[src/rtl/txc_pkg.sv]
package txc_pkg;

    typedef enum logic [1:0] {
        TS_INVALID = 2'd0,
        TS_NORMAL  = 2'd1,
        TS_COMMIT  = 2'd2,
        TS_ABORT   = 2'd3
    } tstate_e;

    typedef enum logic [2:0] {
        OP_LOAD     = 3'd0,
        OP_LOADX    = 3'd1,
        OP_STORE    = 3'd2,
        OP_COMMIT   = 3'd3,
        OP_ABORT    = 3'd4,
        OP_VALIDATE = 3'd5
    } op_e;

    typedef enum logic {
        FS_IDLE  = 1'b0,
        FS_FETCH = 1'b1
    } fsm_e;

    // Successful end: old copies vanish, tentative copies become the line.
    function automatic tstate_e retag_seal(tstate_e s);
        case (s)
            TS_COMMIT: return TS_INVALID;
            TS_ABORT:  return TS_NORMAL;
            default:   return s;
        endcase
    endfunction

    // Failed end: tentative copies vanish, old copies become the line.
    function automatic tstate_e retag_drop(tstate_e s);
        case (s)
            TS_ABORT:  return TS_INVALID;
            TS_COMMIT: return TS_NORMAL;
            default:   return s;
        endcase
    endfunction

endpackage

[src/rtl/txc_slot_pick.sv]
module txc_slot_pick #(
    parameter int N  = 4,
    parameter int IW = 2
) (
    input  logic [N-1:0]  inv_m,
    input  logic [N-1:0]  nrm_m,
    input  logic [N-1:0]  cmt_m,
    input  logic [N-1:0]  excl_m,
    output logic          found,
    output logic [IW-1:0] idx
);
    logic [N-1:0] c_inv, c_nrm, c_cmt, tier;

    always_comb begin
        c_inv = inv_m & ~excl_m;
        c_nrm = nrm_m & ~excl_m;
        c_cmt = cmt_m & ~excl_m;
        if (|c_inv)      tier = c_inv;
        else if (|c_nrm) tier = c_nrm;
        else             tier = c_cmt;
        found = 1'b0;
        idx   = '0;
        for (int i = N - 1; i >= 0; i--) begin
            if (tier[i]) begin
                found = 1'b1;
                idx   = IW'(i);
            end
        end
    end
endmodule

[src/rtl/txc_snoop.sv]
module txc_snoop #(
    parameter int N  = 4,
    parameter int DW = 16
) (
    input  logic [N-1:0]    match_m,
    input  logic [N-1:0]    nrm_m,
    input  logic [N-1:0]    abt_m,
    input  logic [N-1:0]    wr_m,
    input  logic            live,
    input  logic [N*DW-1:0] dat_flat,
    output logic            hit,
    output logic            busy,
    output logic [DW-1:0]   data
);
    logic [N-1:0] resp_m;

    always_comb begin
        resp_m = match_m & (nrm_m | (live ? (abt_m & ~wr_m) : '0));
        busy   = live & (|(match_m & abt_m & wr_m));
        hit    = (|resp_m) & ~busy;
        data   = '0;
        for (int i = N - 1; i >= 0; i--) begin
            if (resp_m[i]) data = dat_flat[i*DW +: DW];
        end
    end
endmodule

[src/rtl/txn_cache.sv]
module txn_cache
    import txc_pkg::*;
#(
    parameter int ENTRIES = 4,
    parameter int AW      = 8,
    parameter int DW      = 16
) (
    input  logic          clk,
    input  logic          rst,
    input  logic          req_valid,
    output logic          req_ready,
    input  logic [2:0]    req_op,
    input  logic [AW-1:0] req_addr,
    input  logic [DW-1:0] req_wdata,
    output logic          rsp_valid,
    output logic          rsp_ok,
    output logic [DW-1:0] rsp_data,
    output logic          mem_req,
    output logic [AW-1:0] mem_addr,
    input  logic          mem_rsp_valid,
    input  logic          mem_rsp_busy,
    input  logic [DW-1:0] mem_rsp_data,
    input  logic          snp_valid,
    input  logic          snp_txn,
    input  logic [AW-1:0] snp_addr,
    output logic          snp_hit,
    output logic          snp_busy,
    output logic [DW-1:0] snp_data,
    output logic          tx_active,
    output logic          tx_status
);
    localparam int IW = (ENTRIES > 1) ? $clog2(ENTRIES) : 1;

    fsm_e          fsm_q, fsm_d;
    tstate_e       st_q  [ENTRIES];
    tstate_e       st_d  [ENTRIES];
    logic [AW-1:0] tag_q [ENTRIES];
    logic [AW-1:0] tag_d [ENTRIES];
    logic [DW-1:0] dat_q [ENTRIES];
    logic [DW-1:0] dat_d [ENTRIES];
    logic          wr_q  [ENTRIES];
    logic          wr_d  [ENTRIES];
    logic          act_q, act_d, stat_q, stat_d;
    op_e           pop_q, pop_d;
    logic [AW-1:0] pad_q, pad_d;
    logic [DW-1:0] pwd_q, pwd_d;
    logic          rv_q, rv_d, rok_q, rok_d;
    logic [DW-1:0] rdat_q, rdat_d;

    logic [ENTRIES-1:0]    inv_m, nrm_m, cmt_m, abt_m, wr_m, hit_m, snp_m;
    logic [ENTRIES*DW-1:0] dat_flat;
    logic [AW-1:0]         look_addr;
    op_e                   op_in;

    assign op_in     = op_e'(req_op);
    assign look_addr = (fsm_q == FS_FETCH) ? pad_q : req_addr;

    for (genvar g = 0; g < ENTRIES; g++) begin : g_slot
        assign inv_m[g] = (st_q[g] == TS_INVALID);
        assign nrm_m[g] = (st_q[g] == TS_NORMAL);
        assign cmt_m[g] = (st_q[g] == TS_COMMIT);
        assign abt_m[g] = (st_q[g] == TS_ABORT);
        assign wr_m[g]  = wr_q[g];
        assign hit_m[g] = (st_q[g] != TS_INVALID) && (tag_q[g] == look_addr);
        assign snp_m[g] = snp_valid && (st_q[g] != TS_INVALID) && (tag_q[g] == snp_addr);
        assign dat_flat[g*DW +: DW] = dat_q[g];
    end

    // Lookup: index of the ABORT and NORMAL copies of the addressed line.
    logic          any_abt, any_nrm;
    logic [IW-1:0] abt_idx, nrm_idx;
    always_comb begin
        any_abt = |(hit_m & abt_m);
        any_nrm = |(hit_m & nrm_m);
        abt_idx = '0;
        nrm_idx = '0;
        for (int i = ENTRIES - 1; i >= 0; i--) begin
            if (hit_m[i] && abt_m[i]) abt_idx = IW'(i);
            if (hit_m[i] && nrm_m[i]) nrm_idx = IW'(i);
        end
    end

    // Two victim choices: the second never repeats the first.
    logic [ENTRIES-1:0] excl1, excl2;
    logic               found1, found2;
    logic [IW-1:0]      idx1, idx2;
    assign excl1 = hit_m & nrm_m;
    assign excl2 = excl1 | (found1 ? ({{(ENTRIES-1){1'b0}}, 1'b1} << idx1) : '0);

    txc_slot_pick #(.N(ENTRIES), .IW(IW)) u_pick1 (
        .inv_m(inv_m), .nrm_m(nrm_m), .cmt_m(cmt_m), .excl_m(excl1),
        .found(found1), .idx(idx1)
    );
    txc_slot_pick #(.N(ENTRIES), .IW(IW)) u_pick2 (
        .inv_m(inv_m), .nrm_m(nrm_m), .cmt_m(cmt_m), .excl_m(excl2),
        .found(found2), .idx(idx2)
    );

    txc_snoop #(.N(ENTRIES), .DW(DW)) u_snoop (
        .match_m(snp_m), .nrm_m(nrm_m), .abt_m(abt_m), .wr_m(wr_m),
        .live(act_q && stat_q && snp_txn), .dat_flat(dat_flat),
        .hit(snp_hit), .busy(snp_busy), .data(snp_data)
    );

    // Next-state and response logic.
    logic          drop, seal, tent_en;
    logic [IW-1:0] tent_idx;
    op_e           tent_op;
    logic [DW-1:0] tent_wd;

    always_comb begin
        fsm_d = fsm_q;  st_d = st_q;  tag_d = tag_q;  dat_d = dat_q;  wr_d = wr_q;
        act_d = act_q;  stat_d = stat_q;
        pop_d = pop_q;  pad_d = pad_q;  pwd_d = pwd_q;
        rv_d = 1'b0;  rok_d = 1'b0;  rdat_d = '0;
        drop = 1'b0;  seal = 1'b0;
        tent_en = 1'b0;  tent_idx = '0;  tent_op = op_in;  tent_wd = req_wdata;
        unique case (fsm_q)
            FS_IDLE: if (req_valid) begin
                unique case (op_in)
                    OP_LOAD, OP_LOADX, OP_STORE: begin
                        if (act_q && !stat_q) begin
                            rv_d = 1'b1;
                        end else begin
                            act_d  = 1'b1;
                            stat_d = 1'b1;
                            if (any_abt) begin
                                tent_en = 1'b1;  tent_idx = abt_idx;
                                rv_d = 1'b1;     rok_d = 1'b1;
                            end else if (any_nrm) begin
                                rv_d = 1'b1;
                                if (found1) begin
                                    st_d[nrm_idx] = TS_ABORT;
                                    st_d[idx1]    = TS_COMMIT;
                                    tag_d[idx1]   = req_addr;
                                    dat_d[idx1]   = dat_q[nrm_idx];
                                    wr_d[idx1]    = 1'b0;
                                    tent_en = 1'b1;  tent_idx = nrm_idx;
                                    rok_d = 1'b1;
                                end else begin
                                    drop = 1'b1;  stat_d = 1'b0;
                                end
                            end else begin
                                fsm_d = FS_FETCH;
                                pop_d = op_in;  pad_d = req_addr;  pwd_d = req_wdata;
                            end
                        end
                    end
                    OP_COMMIT: begin
                        seal  = stat_q;   drop  = !stat_q;
                        rv_d  = 1'b1;     rok_d = stat_q;
                        act_d = 1'b0;     stat_d = 1'b1;
                    end
                    OP_ABORT: begin
                        drop  = 1'b1;
                        rv_d  = 1'b1;     rok_d = 1'b1;
                        act_d = 1'b0;     stat_d = 1'b1;
                    end
                    default: begin
                        rv_d  = 1'b1;     rok_d = stat_q;
                    end
                endcase
            end
            FS_FETCH: if (mem_rsp_valid) begin
                fsm_d = FS_IDLE;
                rv_d  = 1'b1;
                if (mem_rsp_busy || !(found1 && found2)) begin
                    drop = 1'b1;  stat_d = 1'b0;
                end else begin
                    st_d[idx1] = TS_ABORT;   tag_d[idx1] = pad_q;
                    dat_d[idx1] = mem_rsp_data;  wr_d[idx1] = 1'b0;
                    st_d[idx2] = TS_COMMIT;  tag_d[idx2] = pad_q;
                    dat_d[idx2] = mem_rsp_data;  wr_d[idx2] = 1'b0;
                    tent_en = 1'b1;  tent_idx = idx1;
                    tent_op = pop_q; tent_wd = pwd_q;
                    rok_d = 1'b1;
                end
            end
            default: ;
        endcase

        if (tent_en) begin
            if (tent_op == OP_STORE) begin
                dat_d[tent_idx] = tent_wd;
                wr_d[tent_idx]  = 1'b1;
            end else if (tent_op == OP_LOADX) begin
                wr_d[tent_idx]  = 1'b1;
            end
            rdat_d = dat_d[tent_idx];
        end

        for (int i = 0; i < ENTRIES; i++) begin
            if (seal) st_d[i] = retag_seal(st_d[i]);
            if (drop) st_d[i] = retag_drop(st_d[i]);
            if (seal || drop) wr_d[i] = 1'b0;
        end
    end

    always_ff @(posedge clk) begin
        if (rst) begin
            fsm_q  <= FS_IDLE;
            act_q  <= 1'b0;
            stat_q <= 1'b1;
            pop_q  <= OP_LOAD;
            pad_q  <= '0;
            pwd_q  <= '0;
            rv_q   <= 1'b0;
            rok_q  <= 1'b0;
            rdat_q <= '0;
            for (int i = 0; i < ENTRIES; i++) begin
                st_q[i]  <= TS_INVALID;
                tag_q[i] <= '0;
                dat_q[i] <= '0;
                wr_q[i]  <= 1'b0;
            end
        end else begin
            fsm_q  <= fsm_d;
            act_q  <= act_d;
            stat_q <= stat_d;
            pop_q  <= pop_d;
            pad_q  <= pad_d;
            pwd_q  <= pwd_d;
            rv_q   <= rv_d;
            rok_q  <= rok_d;
            rdat_q <= rdat_d;
            st_q   <= st_d;
            tag_q  <= tag_d;
            dat_q  <= dat_d;
            wr_q   <= wr_d;
        end
    end

    assign req_ready = (fsm_q == FS_IDLE);
    assign mem_req   = (fsm_q == FS_FETCH);
    assign mem_addr  = pad_q;
    assign rsp_valid = rv_q;
    assign rsp_ok    = rok_q;
    assign rsp_data  = rdat_q;
    assign tx_active = act_q;
    assign tx_status = stat_q;

endmodule

[config.mk]
export PLATFORM = sky130hd
export DESIGN_NAME = txn_cache
export DESIGN_NICKNAME = d
export VERILOG_FILES = /design/src/rtl/txc_pkg.sv /design/src/rtl/txc_slot_pick.sv /design/src/rtl/txc_snoop.sv /design/src/rtl/txn_cache.sv
export SDC_FILE = /design/constraint.sdc
export NUM_CORES = 1
export LEC_CHECK = 0
export BUFFER_PORTS_ARGS = -buffer_cell sky130_fd_sc_hd__buf_2
export CAP_MARGIN = 15
export CORE_ASPECT_RATIO = 0.8
export CORE_UTILIZATION = 30
export CTS_CLUSTER_DIAMETER = 200
export CTS_CLUSTER_SIZE = 28
export DETAILED_ROUTE_END_ITERATION = 8
export GPL_TIMING_DRIVEN = 0
export PLACE_DENSITY = 0.47
export SLEW_MARGIN = 20
export SYNTH_ARGS = -nofsm -noshare
export SYNTH_HDL_FRONTEND = slang
export SYNTH_SLANG_ARGS = --single-unit
export TNS_END_PERCENT = 20
[constraint.sdc]
create_clock -name clk -period 8 [get_ports clk]
set_clock_uncertainty 0.15 [all_clocks]
set_input_delay 0.8 -clock clk [delete_from_list [all_inputs] [get_ports clk]]
set_output_delay 0.8 -clock clk [all_outputs]
set_load 0.05 [all_outputs]
==> summary.txt, run 1 <==
Critical path
  – Endpoint arrival time on the critical path: 7540 ps
  – Type of element launching the critical path: register
  – Critical-path top delay cell: sky130_fd_sc_hd__a21boi_0
  – Worst path cell trace: buf_6 > buf_6 > mux2i_4 > xor2_1 > nand4_1 > o31a_1 > o41a_4 > o211ai_2 > buf_6 > nor2_2 > nor3_2 > a31oi_1 > a21oi_1 > buf_2 > clkbuf_1 > o2111ai_1 > a21boi_0 > nor4_1
  – Endpoint kind of the worst setup timing path: register
  – Startpoint-to-endpoint class of the critical path: register to register
  – Library cell appearing most often on the critical path: sky130_fd_sc_hd__buf_6
  – Largest driver fanout on the critical path: 10
  – WP buf/inv: 5
  – Critical Path Max Stage Delay: 730 ps
  – Cell family with the largest share of critical-path delay: compound AO/OA/AOI/OAI gates
  – Critical path data required time: 8120 ps

Yosys
  – Gate Count Post-Synth: 1696
  – Synthesized flop and latch total: 156
  – Most common flop cell mapped by yosys: sky130_fd_sc_hd__dfxtp_1
  – Yosys warning count: 0
  – Cell taking the most area after synthesis: sky130_fd_sc_hd__dfxtp_1
  – Mean post-synth cell area: 7.50 µm²
  – Largest cells by area after synthesis: sky130_fd_sc_hd__dfxtp_1 25%, sky130_fd_sc_hd__a21oi_1 6.4%, sky130_fd_sc_hd__nand2_1 4.9%
  – Post-synthesis instance area: 12700 µm²
  – Distinct cell type count after synthesis: 99
  – Share of the yosys chip area belonging to registers: 24.6%
  – Area share of the largest cell type after synthesis: 24.6%
  – Number of enable flip-flop cells after synthesis: 0
  – Synth async-reset ratio: 0%
  – Number of nets produced by synthesis: 1762

GRT
  – Largest net degree at the start of global routing: 17
  – Total GRT Usage: 30.2%
  – Global-route wire length before repair: 94300 µm
  – Vias in the first global route: 13600
  – Antenna violations before repair: 3
  – Remaining global-route overflow: 0

Die
  – Row count: 67
  – Initial Util: 30.4%
  – Die Wd: 232 µm
  – Number of I/O pins: 106
  – Vert. Die Dim: 186 µm
  – Core area: 41800 µm²
  – Total Die Area: 43200 µm²

Detailed routing
  – DR vias/cell: 6.33
  – Routed WL per cell: 28.0 µm
  – DR vias: 15100
  – Remaining antenna violation count after routing: 0
  – Remaining design rule violation count: 0
  – DR iter-0 viols: 1961
  – Count of TritonRoute iterations in the first routing pass: 6
  – Final WL: 66800 µm

Clock network
  – Hold-fix buffers, CTS: 0
  – Number of clock sinks: 156
  – Clock tree root driver cell: sky130_fd_sc_hd__clkbuf_16
  – Number of resized instances in the post-cts repair step: 0
  – TritonCTS buffer count: 17
  – CTS tree: done
  – Post-CTS setup buffer count: 0
  – H-Tree Level Count: 4
  – Clk pin slew, worst setup/hold paths: 70 ps
  – Buffer depth of the longest clock path: 2
  – Clk Latency, worst-skew pair: 460 ps

STA
  – Setup_tns: 0 ps
  – Number of hold-slack violations in the final timing report: 0
  – Final number of setup-violating endpoints: 0
  – Worst Max-Slew Pin Slew: 1330 ps
  – Post-layout minimum cycle time: 7410 ps
  – Peak Freq: 135 MHz
  – Worst hold slack after final layout: 304 ps
  – Worst slew margin relative to its limit: 11.6%
  – Setup repair after global routing missed its margin: false
  – Number of pins with negative max-slew slack in the final report: 0
  – Final worst path period share: 92.7%

Job
  – Max cap viols: 0

Finish
  – Post-route insts no fill: 2387
  – Fillers: 4430
  – Nets@finish: 1887
  – Growth of design area from synthesis to finish: 14.3%
  – Fraction of layout instances using a drive strength above 1: 14.0%
  – Post-layout util: 34.8%
  – Most frequent standard cell in the layout excluding fill and tap cells: sky130_fd_sc_hd__nand2_1
  – Commonest cells after routing, fill and taps aside: 167 x sky130_fd_sc_hd__nand2_1, 162 x sky130_fd_sc_hd__a21oi_1, 156 x sky130_fd_sc_hd__dfxtp_1

Min path
  – Hold WC Path Type: register to register

Placed design
  – Placed Cells: 2348
  – IO Port Bufs: 98
  – Placer congestion estimate: 1.04
  – Detailed placement HPWL: 53800 µm

Pwr
  – Leakage: 4.71 nW
  – Worst supply voltage drop on vdd: 0.0795 mV
  – Overall power after layout: 0.00197 W
  – PD cells: 135 nW/µm²

Run status
  – Status: completed
==> metrics by stage <==
step	area [µm²]	worst slack, ps
final	14500	587
after floorplan	12700	2460
after detailed placement	13900	1020
after global placement	13900	934
after CTS	14500	1200
after global routing	14500	645
==> synth_stat cells, types with 5 or more instances <==
| master | n |
|---|---|
| sky130_fd_sc_hd__buf_2 | 32 |
| sky130_fd_sc_hd__o21a_1 | 10 |
| sky130_fd_sc_hd__a211oi_1 | 37 |
| sky130_fd_sc_hd__a22oi_1 | 8 |
| sky130_fd_sc_hd__o211a_1 | 5 |
| sky130_fd_sc_hd__dfxtp_1 | 156 |
| sky130_fd_sc_hd__a21oi_1 | 162 |
| sky130_fd_sc_hd__nand2b_1 | 10 |
| sky130_fd_sc_hd__a41o_1 | 5 |
| sky130_fd_sc_hd__o31ai_1 | 8 |
| sky130_fd_sc_hd__or2_2 | 5 |
| sky130_fd_sc_hd__a311oi_1 | 11 |
| sky130_fd_sc_hd__or3_1 | 33 |
| sky130_fd_sc_hd__or4_1 | 5 |
| sky130_fd_sc_hd__nor2_1 | 132 |
| sky130_fd_sc_hd__o2111ai_1 | 28 |
| sky130_fd_sc_hd__mux2i_4 | 8 |
| sky130_fd_sc_hd__a21boi_0 | 22 |
| sky130_fd_sc_hd__o211ai_1 | 58 |
| sky130_fd_sc_hd__a21o_1 | 13 |
| sky130_fd_sc_hd__nor4_1 | 44 |
| sky130_fd_sc_hd__inv_1 | 12 |
| sky130_fd_sc_hd__and2_1 | 26 |
| sky130_fd_sc_hd__a2111oi_0 | 9 |
| sky130_fd_sc_hd__o22ai_1 | 5 |
| sky130_fd_sc_hd__o41ai_1 | 45 |
| sky130_fd_sc_hd__o21ai_0 | 45 |
| sky130_fd_sc_hd__a211o_1 | 25 |
| sky130_fd_sc_hd__buf_6 | 6 |
| sky130_fd_sc_hd__nand2_1 | 167 |
| sky130_fd_sc_hd__a31oi_1 | 25 |
| sky130_fd_sc_hd__nand4_1 | 38 |
| sky130_fd_sc_hd__and4_1 | 11 |
| sky130_fd_sc_hd__xor2_1 | 19 |
| sky130_fd_sc_hd__and3_1 | 19 |
| sky130_fd_sc_hd__nor3_1 | 62 |
| sky130_fd_sc_hd__nand3_1 | 69 |
| sky130_fd_sc_hd__mux2i_1 | 6 |
| sky130_fd_sc_hd__ha_1 | 8 |
| sky130_fd_sc_hd__buf_1 | 8 |
| sky130_fd_sc_hd__nor3b_1 | 9 |
| sky130_fd_sc_hd__clkbuf_1 | 113 |
| sky130_fd_sc_hd__xnor2_1 | 47 |
| sky130_fd_sc_hd__mux2_2 | 19 |
| sky130_fd_sc_hd__a221oi_1 | 17 |
==> cells by family after synthesis <==
group                      after synthesis  share of synthesized area, %
DFF                                    156                          24.6
AOI/OAI and AO/OA                      596                          33.8
muxes                                   33                          3.57
and+or+nand+nor                        661                          26.7
adders and majority gates                8                         0.787
buffers and inverters                  176                          5.98
xor gates and xnor gates                66                          4.54
==> power by group <==
part           internal, W  switching, W
Clock             0.000472      0.000387
Sequential        0.000788     0.0000133
Combinational    0.0000852      0.000223
Total              0.00135      0.000623
==> per-layer routing <==
| layer | track usage (%) | wire [µm] |
|---|---|---|
| met4 | 7.24 | 1270 |
| met1 | 44.4 | 30300 |
| met5 | 0 | 46 |
| met2 | 40.2 | 25900 |
| met3 | 11.4 | 9230 |
==> worst paths after layout <==
check,start,end,slack (ps),depth (start not counted)
setup / recovery,mem_req,rsp_data[13],590,18
hold / removal,pwd_q[10],pwd_q[10],300,2
hold reg to reg,pwd_q[10],pwd_q[10],300,2
setup reg to reg,mem_req,rsp_data[13],590,18
==> flip-flops by register name (all words and copies together), names as in the netlist <==
| register | cells |
|---|---|
| dat_flat | 64 |
| mem_addr | 8 |
| mem_req | 1 |
| pop_q | 3 |
| pwd_q | 16 |
| rsp_data | 16 |
| rsp_ok | 1 |
| rsp_valid | 1 |
| st_q | 8 |
| tag_q | 32 |
| tx_active | 1 |
| tx_status | 1 |
| wr_m | 4 |
==> worst min-delay path, delay by kind of cell, from the launching register on <==
kind / cells / cell delay (ps)
simple gates: 1 / 50
flops: 1 / 310
compound gates: 1 / 50
==> final cells by class <==
class	instances	area, µm²	area share, %
Tap cell	552	691	4.75
Clock buffer	20	447	3.07
Timing Repair Buffer	106	533	3.67
Buffer	163	712	4.90
Sequential cell	156	3120	21.5
Antenna cell	2	5.00	0.0344
Inverter	13	48.8	0.336
Clock inverter	11	134	0.921
Multi-Input combinational cell	1364	8850	60.8
Power figures use the tool's default switching activity.
==> run 2: changes to the inputs <==
- RECOVER_POWER: unset -> 50
==> run 2 against run 1 <==
The run now ends with capacitance limit, slew limit left. Largest cell class unchanged. Via count up 0.89%. Critical path depth unchanged. Design area down 0.85%. Clock-buffer cell count unchanged. Routed wire length up 0.31%.
==> summary.txt, run 2 (synthesis results as in run 1) <==
Finish
  – Area taken by flip-flops and latches: 3120 µm²
  – Growth of design area from synthesis to finish: 13.3%
  – Commonest cells after routing, fill and taps aside: 167 x sky130_fd_sc_hd__nand2_1, 166 x sky130_fd_sc_hd__clkbuf_1, 163 x sky130_fd_sc_hd__a21oi_1
  – Fillers: 4456
  – Largest register FFs: 64
  – Most frequent standard cell in the layout excluding fill and tap cells: sky130_fd_sc_hd__nand2_1
  – Nets@finish: 1887
  – Total area of multi-input combinational cells: 8790 µm²
  – Fraction of layout instances using a drive strength above 1: 10.8%

Clock network
  – Clock tree root driver cell: sky130_fd_sc_hd__clkbuf_16
  – Clk pin slew, worst setup/hold paths: 70 ps
  – Number of resized instances in the post-cts repair step: 0
  – Clk Latency, worst-skew pair: 460 ps
  – CTS tree: done
  – H-Tree Level Count: 4
  – Number of clock sinks: 156
  – Buffer depth of the longest clock path: 2
  – Post-CTS setup buffer count: 0
  – TritonCTS buffer count: 17
  – Hold-fix buffers, CTS: 0

Pwr
  – Fraction of power consumed by sequential logic: 40.8%
  – Leakage: 4.49 nW
  – Internal power: 0.00134 W
  – Proportion of power drawn by combinational gates: 15.6%
  – Worst supply voltage drop on vdd: 0.0797 mV
  – Net switching power: 0.000623 W
  – PD cells: 136 nW/µm²
  – Switching Share: 31.7%
  – Relative contribution of the clock network to total power: 43.6%

Critical path
  – Type of element launching the critical path: register
  – Critical Path Max Stage Delay: 710 ps
  – Largest driver fanout on the critical path: 10
  – Worst r2r src: mem_req
  – Endpoint kind of the worst setup timing path: register
  – Startpoint-to-endpoint class of the critical path: register to register
  – Critical path data required time: 8130 ps
  – Endpoint arrival time on the critical path: 7620 ps
  – Library cell appearing most often on the critical path: sky130_fd_sc_hd__buf_6
  – Worst path cell trace: buf_6 > buf_6 > mux2i_4 > xor2_1 > nand4_1 > o31a_1 > o41a_4 > o211ai_1 > mux2i_1 > or4b_1 > and3_1 > buf_6 > a21oi_1 > buf_2 > clkbuf_1 > o2111ai_1 > a21boi_0 > nor4_1
  – Reg-to-reg endpoint: rsp_data[13]
  – Critical-path top delay cell: sky130_fd_sc_hd__a21boi_0
  – R2R cell count: 18
  – Worst setup path start: mem_req
  – FF-to-FF setup slack: 500 ps

STA
  – Setup_tns: 0 ps
  – Worst setup slack after layout: 503 ps
  – Number of hold-slack violations in the final timing report: 0
  – Final number of setup-violating endpoints: 0
  – Number of pins with negative max-slew slack in the final report: 17
  – Peak Freq: 133 MHz
  – Final worst path period share: 93.7%
  – Setup repair after global routing missed its margin: false
  – Post-layout minimum cycle time: 7500 ps
  – Worst Max-Slew Pin Slew: 1500 ps
  – Worst slew margin relative to its limit: -1.14%

GRT
  – Total GRT Usage: 30.2%
  – Antenna violations before repair: 4
  – Largest net degree at the start of global routing: 17
  – Global-route wire length before repair: 94300 µm
  – Vias in the first global route: 13600
  – Remaining global-route overflow: 0

Min path
  – Hold depth: 2
  – Hold EP: pwd_q[10]
  – Start point of the worst hold path: pwd_q[10]
  – Hold WC Path Type: register to register

Placed design
  – IO Port Bufs: 98
  – Place WS: 1020 ps
  – Placer congestion estimate: 1.04
  – Detailed placement HPWL: 53800 µm

Detailed routing
  – DR vias: 15300
  – Remaining design rule violation count: 0
  – DR iter-0 viols: 1917
  – DR vias/cell: 6.38
  – Count of TritonRoute iterations in the first routing pass: 6
  – Remaining antenna violation count after routing: 0
  – Final WL: 67000 µm
  – Routed WL per cell: 28.0 µm

Die
  – Initial Util: 30.4%
  – Row count: 67
  – Number of I/O pins: 106
  – Die Wd: 232 µm
  – Core area: 41800 µm²
  – Total Die Area: 43200 µm²
  – Vert. Die Dim: 186 µm

Run status
  – Violations in the final reports: capacitance limit, slew limit
  – Status: finished, violations left

Job
  – Max cap viols: 2
-- run 2: power by group through the flow --
stage	registers [W]	clock network (W)	logic (W)
2_1_floorplan	0.000827	0	0.000167
3_3_place_gp	0.000819	0	0.000294
3_5_place_dp	0.000819	0	0.000295
4_1_cts	0.000801	0.000865	0.000296
5_1_grt	0.000803	0.000896	0.000320
6_report	0.000802	0.000858	0.000307
-- run 2: worst max path at each step --
stage	slack (ps)	to	depth (start not counted)
after floorplan	2460	st_q[0]	19
after global placement	930	rsp_data[13]	17
after detailed placement	1020	rsp_data[13]	17
after CTS	1200	rsp_data[13]	18
after global routing	370	rsp_data[11]	17
final	500	rsp_data[13]	18
-- run 2: critical path: cells and delay by family, from the launching register on --
family	cells	cell delay [ps]
AOI/OAI and AO/OA	6	2780
xor gates and xnor gates	1	180
buffers and inverters	5	1650
DFF	1	370
muxes	2	780
and+or+nand+nor	4	1410
-- run 2: stage by stage --
step / instance area (µm²) / std cells / util (%) / hold WS, ps / power [W]
floorplan: 12700 / 1696 / - / 284 / 0.000994
global placement: 13900 / 2346 / 33.2 / 289 / 0.00111
detailed placement: 13900 / 2348 / 33.3 / 296 / 0.00111
CTS: 14500 / 2379 / 34.6 / 306 / 0.00196
global route: 14400 / 2386 / 34.4 / 316 / 0.00202
finish: 14400 / 2389 / 34.5 / 304 / 0.00197
-- run 2: routing by layer --
metal	up-vias	track usage [%]	share of wire [%]
met3	92	11.4	14
met4	8	7.24	2.0
met2	979	40.2	38
met1	7368	44.4	46
li1	6803	-	-
met5	-	0	0.079
-- run 2: layout make-up --
type                    instances  area share [%]
plain buffers                 163            4.88
multi-input cells            1364            60.9
inverters                      13           0.339
flip-flops and latches        156            21.7
clock buffers                  20            3.10
clock inverters                11           0.929
diodes                          4          0.0694
repair buffers                106            3.28
well taps                     552            4.79
